$ cat src/rtl/vid_xbar_pkg.sv
package vid_xbar_pkg;
  localparam int unsigned ADDR_CTRL     = 0;
  localparam int unsigned ADDR_COMMIT   = 2;
  localparam int unsigned ADDR_SEL_BASE = 3;

  function automatic int unsigned sel_width(input int unsigned n_in);
    return $clog2(n_in + 1);
  endfunction
endpackage

$ cat src/rtl/vid_xbar_regs.sv
module vid_xbar_regs
  import vid_xbar_pkg::*;
#(
  parameter int N_OUT = 2,
  parameter int SELW  = 2,
  parameter int AW    = 4,
  parameter int CW    = 8
) (
  input  logic                  clk,
  input  logic                  rst,
  input  logic [AW-1:0]         csr_addr,
  input  logic                  csr_wr,
  input  logic [CW-1:0]         csr_wdata,
  input  logic                  csr_rd,
  output logic [CW-1:0]         csr_rdata,
  input  logic                  all_idle,
  output logic                  en_o,
  output logic                  pend_o,
  output logic                  commit_now_o,
  output logic [N_OUT*SELW-1:0] stg_sel_o,
  output logic [N_OUT*SELW-1:0] act_sel_o
);
  logic                  en_q;
  logic                  pend_q;
  logic [N_OUT*SELW-1:0] stg_q;
  logic [N_OUT*SELW-1:0] act_q;
  logic                  commit_now;
  logic                  wr_commit;
  logic [CW-1:0]         rd_val;

  assign commit_now = pend_q & all_idle;
  assign wr_commit  = csr_wr && (csr_addr == AW'(ADDR_COMMIT)) && csr_wdata[0];

  always_ff @(posedge clk) begin
    if (rst) begin
      en_q   <= 1'b0;
      pend_q <= 1'b0;
      stg_q  <= '0;
      act_q  <= '0;
    end else begin
      if (csr_wr && csr_addr == AW'(ADDR_CTRL)) en_q <= csr_wdata[0];
      for (int k = 0; k < N_OUT; k++) begin
        if (csr_wr && csr_addr == AW'(ADDR_SEL_BASE + k))
          stg_q[k*SELW +: SELW] <= csr_wdata[SELW-1:0];
      end
      pend_q <= (pend_q & ~commit_now) | wr_commit;
      if (commit_now) act_q <= stg_q;
    end
  end

  always_comb begin
    rd_val = '0;
    if (csr_addr == AW'(ADDR_CTRL))   rd_val = CW'(en_q);
    if (csr_addr == AW'(ADDR_COMMIT)) rd_val = CW'(pend_q);
    for (int k = 0; k < N_OUT; k++) begin
      if (csr_addr == AW'(ADDR_SEL_BASE + k)) rd_val = CW'(stg_q[k*SELW +: SELW]);
    end
  end

  always_ff @(posedge clk) begin
    if (rst)         csr_rdata <= '0;
    else if (csr_rd) csr_rdata <= rd_val;
  end

  assign en_o         = en_q;
  assign pend_o       = pend_q;
  assign commit_now_o = commit_now;
  assign stg_sel_o    = stg_q;
  assign act_sel_o    = act_q;
endmodule

$ cat src/rtl/vid_xbar_track.sv
module vid_xbar_track #(
  parameter int N_OUT = 2
) (
  input  logic             clk,
  input  logic             rst,
  input  logic [N_OUT-1:0] out_valid,
  input  logic [N_OUT-1:0] out_ready,
  input  logic [N_OUT-1:0] out_sop,
  input  logic [N_OUT-1:0] out_eop,
  output logic [N_OUT-1:0] busy,
  output logic             all_idle
);
  for (genvar k = 0; k < N_OUT; k++) begin : g_trk
    logic fire;
    assign fire = out_valid[k] & out_ready[k];
    always_ff @(posedge clk) begin
      if (rst)                           busy[k] <= 1'b0;
      else if (fire && out_eop[k])       busy[k] <= 1'b0;
      else if (fire && out_sop[k])       busy[k] <= 1'b1;
    end
  end
  assign all_idle = ~|busy;
endmodule

$ cat src/rtl/vid_xbar_route.sv
module vid_xbar_route #(
  parameter int N_IN  = 2,
  parameter int N_OUT = 2,
  parameter int DW    = 24,
  parameter int SELW  = 2
) (
  input  logic [N_OUT*SELW-1:0] act_sel,
  input  logic                  xfer_ok,
  input  logic [N_IN-1:0]       in_valid,
  output logic [N_IN-1:0]       in_ready,
  input  logic [N_IN-1:0]       in_sop,
  input  logic [N_IN-1:0]       in_eop,
  input  logic [N_IN*DW-1:0]    in_data,
  output logic [N_OUT-1:0]      out_valid,
  input  logic [N_OUT-1:0]      out_ready,
  output logic [N_OUT-1:0]      out_sop,
  output logic [N_OUT-1:0]      out_eop,
  output logic [N_OUT*DW-1:0]   out_data
);
  logic [SELW-1:0] eff [N_OUT];

  // ownership: in-range code, not already taken by a lower output
  always_comb begin
    for (int k = 0; k < N_OUT; k++) begin
      logic [SELW-1:0] s;
      logic            ok;
      s  = act_sel[k*SELW +: SELW];
      ok = (s != '0) && (int'(s) <= N_IN);
      for (int j = 0; j < k; j++) begin
        if (act_sel[j*SELW +: SELW] == s) ok = 1'b0;
      end
      eff[k] = ok ? s : '0;
    end
  end

  for (genvar k = 0; k < N_OUT; k++) begin : g_out
    always_comb begin
      out_valid[k]           = 1'b0;
      out_sop[k]             = 1'b0;
      out_eop[k]             = 1'b0;
      out_data[k*DW +: DW]   = '0;
      for (int i = 0; i < N_IN; i++) begin
        if (eff[k] == SELW'(i + 1)) begin
          out_valid[k]         = xfer_ok & in_valid[i];
          out_sop[k]           = in_sop[i];
          out_eop[k]           = in_eop[i];
          out_data[k*DW +: DW] = in_data[i*DW +: DW];
        end
      end
    end
  end

  for (genvar i = 0; i < N_IN; i++) begin : g_in
    always_comb begin
      in_ready[i] = 1'b0;
      for (int k = 0; k < N_OUT; k++) begin
        if (eff[k] == SELW'(i + 1) && out_ready[k]) in_ready[i] = xfer_ok;
      end
    end
  end
endmodule

$ cat src/rtl/vid_xbar.sv
module vid_xbar
  import vid_xbar_pkg::*;
#(
  parameter int N_IN  = 2,
  parameter int N_OUT = 2,
  parameter int DW    = 24,
  parameter int AW    = 4,
  parameter int CW    = 8
) (
  input  logic                clk,
  input  logic                rst,
  input  logic [AW-1:0]       csr_addr,
  input  logic                csr_wr,
  input  logic [CW-1:0]       csr_wdata,
  input  logic                csr_rd,
  output logic [CW-1:0]       csr_rdata,
  input  logic [N_IN-1:0]     in_valid,
  output logic [N_IN-1:0]     in_ready,
  input  logic [N_IN-1:0]     in_sop,
  input  logic [N_IN-1:0]     in_eop,
  input  logic [N_IN*DW-1:0]  in_data,
  output logic [N_OUT-1:0]    out_valid,
  input  logic [N_OUT-1:0]    out_ready,
  output logic [N_OUT-1:0]    out_sop,
  output logic [N_OUT-1:0]    out_eop,
  output logic [N_OUT*DW-1:0] out_data
);
  localparam int SELW = sel_width(N_IN);

  logic                  en_q;
  logic                  pend_q;
  logic                  commit_now;
  logic                  all_idle;
  logic [N_OUT-1:0]      busy;
  logic [N_OUT*SELW-1:0] stg_sel;
  logic [N_OUT*SELW-1:0] act_sel;
  logic                  xfer_ok;

  assign xfer_ok = en_q & ~commit_now;

  vid_xbar_regs #(.N_OUT(N_OUT), .SELW(SELW), .AW(AW), .CW(CW)) u_regs (
    .clk(clk), .rst(rst),
    .csr_addr(csr_addr), .csr_wr(csr_wr), .csr_wdata(csr_wdata),
    .csr_rd(csr_rd), .csr_rdata(csr_rdata),
    .all_idle(all_idle), .en_o(en_q), .pend_o(pend_q),
    .commit_now_o(commit_now), .stg_sel_o(stg_sel), .act_sel_o(act_sel)
  );

  vid_xbar_route #(.N_IN(N_IN), .N_OUT(N_OUT), .DW(DW), .SELW(SELW)) u_route (
    .act_sel(act_sel), .xfer_ok(xfer_ok),
    .in_valid(in_valid), .in_ready(in_ready), .in_sop(in_sop),
    .in_eop(in_eop), .in_data(in_data),
    .out_valid(out_valid), .out_ready(out_ready), .out_sop(out_sop),
    .out_eop(out_eop), .out_data(out_data)
  );

  vid_xbar_track #(.N_OUT(N_OUT)) u_track (
    .clk(clk), .rst(rst),
    .out_valid(out_valid), .out_ready(out_ready),
    .out_sop(out_sop), .out_eop(out_eop),
    .busy(busy), .all_idle(all_idle)
  );
endmodule

$ cat config.mk
export PLATFORM = sky130hd
export DESIGN_NAME = vid_xbar
export DESIGN_NICKNAME = d
export VERILOG_FILES = /design/src/rtl/vid_xbar_pkg.sv /design/src/rtl/vid_xbar_regs.sv /design/src/rtl/vid_xbar_track.sv /design/src/rtl/vid_xbar_route.sv /design/src/rtl/vid_xbar.sv
export SDC_FILE = /design/constraint.sdc
export NUM_CORES = 1
export LEC_CHECK = 0
export ABC_CLOCK_PERIOD_IN_PS = 1850
export BUFFER_PORTS_ARGS = -buffer_cell sky130_fd_sc_hd__buf_2
export CAP_MARGIN = 30
export CORE_ASPECT_RATIO = 0.7
export CORE_MARGIN = 2
export CORE_UTILIZATION = 36
export DETAILED_ROUTE_END_ITERATION = 12
export PLACE_DENSITY = 0.78
export SYNTH_ARGS = -nofsm -noshare
export SYNTH_HDL_FRONTEND = slang
export SYNTH_HIERARCHICAL = 1
export SYNTH_SLANG_ARGS = --single-unit
$ cat constraint.sdc
create_clock -name clk -period 1.85 [get_ports clk]
set_input_delay 0.2775 -clock clk [delete_from_list [all_inputs] [get_ports clk]]
set_output_delay 0.2775 -clock clk [all_outputs]
set_load 0.02 [all_outputs]
==> metrics.cfg <==
[run_status]
status = complete, but fails checks
violations = setup timing

[route]
drtIter0Drc = 200
postRouteWirelength_um = 5570
post-route-drc-count = 0
dr_total_vias = 1905
detail_route.first_pass.iterations = 4
ant_nets = 0
viasPerCell = 5.62
avgRoutedWirePerCell_um = 16.4

[setup_path]
critPathSlowestCell = dfxtp_2
path_class = reg2out
required_ns = 1.57
arrival_ns = 1.63
path_max_fanout = 7
crit_path_end_kind = output port
slowest_delay_ns = 0.34
critPathLaunchType = flop
critPathBufInv = 4
cp_top_family = buffers and inverters
cp_cell_sequence = buf_6 -> nor2b_4 -> nor3b_4 -> buf_6 -> buf_4 -> a22o_1 -> buf_6
cp_common_cell = buf_6

[timing]
period_share = 1.03
setup_slack_ns = -0.0575
hold_violations = 0
rsz0062_at_grt = yes
finClkSkew_ns = 0.00315
finalMaxSlewViolations = 0
period_minus_slack_ns = 1.91
tns_ns = -0.431
max_freq_mhz = 524
finalSetupViolations = 12
whs_ns = 0.265

[final_layout]
layout_common_cells = buf_2 (93), a22o_1 (52), buf_6 (29), buf_4 (18), dfxtp_1 (13)
final_nets = 362
area_delta_synth_final_pct = 71.3
final_common_cell = buf_2
drive_above_1_share = 0.547
n_fill_cell = 302
diodes = 0

[yosys]
synth_seq_cells = 14
netlist_top_cells_area = a22o_1 (33%), dfxtp_1 (21%), a21oi_1 (3.7%)
ys_warn_count = 6
yosysSeqAreaShare = 0.206
synthArstFlopShare = 0
netlist_area_um2 = 1360
synth_edf_count = 0
syn_avg_cell_area_um2 = 8.68
synthCells = 157
ys.flop_type = dfxtp_1
synth.top_cell.area_share = 0.334
synth_top_area_cell = a22o_1
synth_cell_type_count = 39

[grt]
antenna_found_initial = 0
grt_usage = 0.224
grt_start_max_net_pins = 29
overflow = 0
grt_use_met2 = 0.399
grt_pass1_wl_um = 7930
grt_pass1_vias = 1668
grt_busiest_layer = met2
grt_util_met1 = 0.278
grt.met3_usage = 0.0523

[clocking]
clock_latency_ns = 0.24
cts_sinks = 14
clkTransAtPathRegs_ns = 0.06
cts_made_buffers = 3
htree_levels = 1
cts-root-buf = clkbuf_8
cts_tree = yes
holdBufCountCts = 0
clk_path_buf_depth = 2

[die]
start_util = 0.381
pin_count = 136
die_y_um = 55.5
core_um2 = 3580
die_x_um = 77.5
fp-row-count = 18
die_area_um2 = 4300

[pwr]
clockPowerShare = 0.398
p_switching_mw = 0.191
internal_power_mw = 0.555
power-per-cell-area_nw_per_um2 = 320
irDropWorstVdd_uv = 257
power.share.combinational = 0.194
seqPwrFrac = 0.408
switching_share = 0.256
power.total_mw = 0.746
leakagePower_nw = 1.17

[place]
gp_congestion = 0.938
hpwl_um = 3940
portBuffers = 123

[job]
max_cap_violations = 0

[min_path]
hold_class = in2reg

power groups by stage:
| stage | clock [mW] | combinational (mW) | sequential (mW) |
|---|---|---|---|
| finish | 0.297 | 0.145 | 0.305 |
| global placement | 0 | 0.134 | 0.311 |
| floorplan | 0 | 0.0501 | 0.311 |
| CTS | 0.303 | 0.139 | 0.305 |
| global route | 0.314 | 0.156 | 0.305 |
| detailed placement | 0 | 0.138 | 0.311 |
metal layers:
layer,up-vias,part of all wire
met2,101,0.52
met4,0,0.013
met1,909,0.40
met3,8,0.065
met5,-,0
li1,887,-
final timing paths:
kind | startpoint | end | slack, ns | depth (start not counted)
worst max register to register | u_regs/act_sel_o[0] | u_track/busy[1] | 0.18 | 8
worst min-delay path | out_ready[0] | u_track/busy[0] | 0.27 | 2
worst max-delay path | u_regs/act_sel_o[0] | out_data[36] | -0.06 | 7
worst min register to register | u_regs/csr_rdata[1] | u_regs/csr_rdata[1] | 0.47 | 2
synthesized netlist by cell type (2+ instances only):
master / instances
and3_1: 2
a21oi_1: 10
nand2_1: 6
buf_4: 6
o21ai_1: 2
buf_6: 4
buf_2: 8
nor3b_4: 2
nand2b_1: 3
dfxtp_1: 14
nand4_1: 4
a31oi_1: 2
nor2b_1: 4
nor2_1: 3
nand3_1: 5
a311oi_1: 2
o21ai_0: 3
a22o_1: 52
nor2b_4: 3
inv_1: 3
cell type report:
class                      count  area [um2]  share of cell area
clock buffer                   4        55.1              0.0236
inverter                       3        11.3             0.00482
tap                           50        62.6              0.0268
timing repair buffer         142         962               0.412
sequential                    14         282               0.121
multi-input combinational    126         962               0.412
registers in the layout, indices dropped and copies added, names as in the netlist:
register          count
u_regs/act_sel_o      4
u_regs/csr_rdata      2
u_regs/en_o           1
u_regs/pend_o         1
u_regs/stg_sel_o      4
u_track/busy          2
repair_timing:
action | 4_1_cts | 5_1_grt
pin swaps | 1 | 9
buffers inserted | 4 | 3
setup endpoints to repair | 22 | 29
resized for setup | 10 | 53
logic make-up after synthesis:
| group | Yosys count | synth area share |
|---|---|---|
| AOI/OAI and AO/OA | 80 | 0.471 |
| buffers and inverters | 22 | 0.107 |
| DFF | 14 | 0.206 |
| muxes | 1 | 0.00735 |
| other | 1 | 0.00275 |
| and+or+nand+nor | 39 | 0.207 |
metrics by stage:
| stage | setup WS, ns | util | instance area [um2] | instances |
|---|---|---|---|---|
| 2_1_floorplan | 0.159 | - | 1380 | 162 |
| 6_report | -0.0575 | 0.652 | 2330 | 339 |
| 3_5_place_dp | 0.131 | 0.565 | 2020 | 328 |
| 3_3_place_gp | -0.211 | 0.561 | 2010 | 327 |
| 5_1_grt | -0.103 | 0.652 | 2330 | 339 |
| 4_1_cts | -0.0185 | 0.599 | 2150 | 336 |
Note: power is estimated with default switching activity, not from simulation.
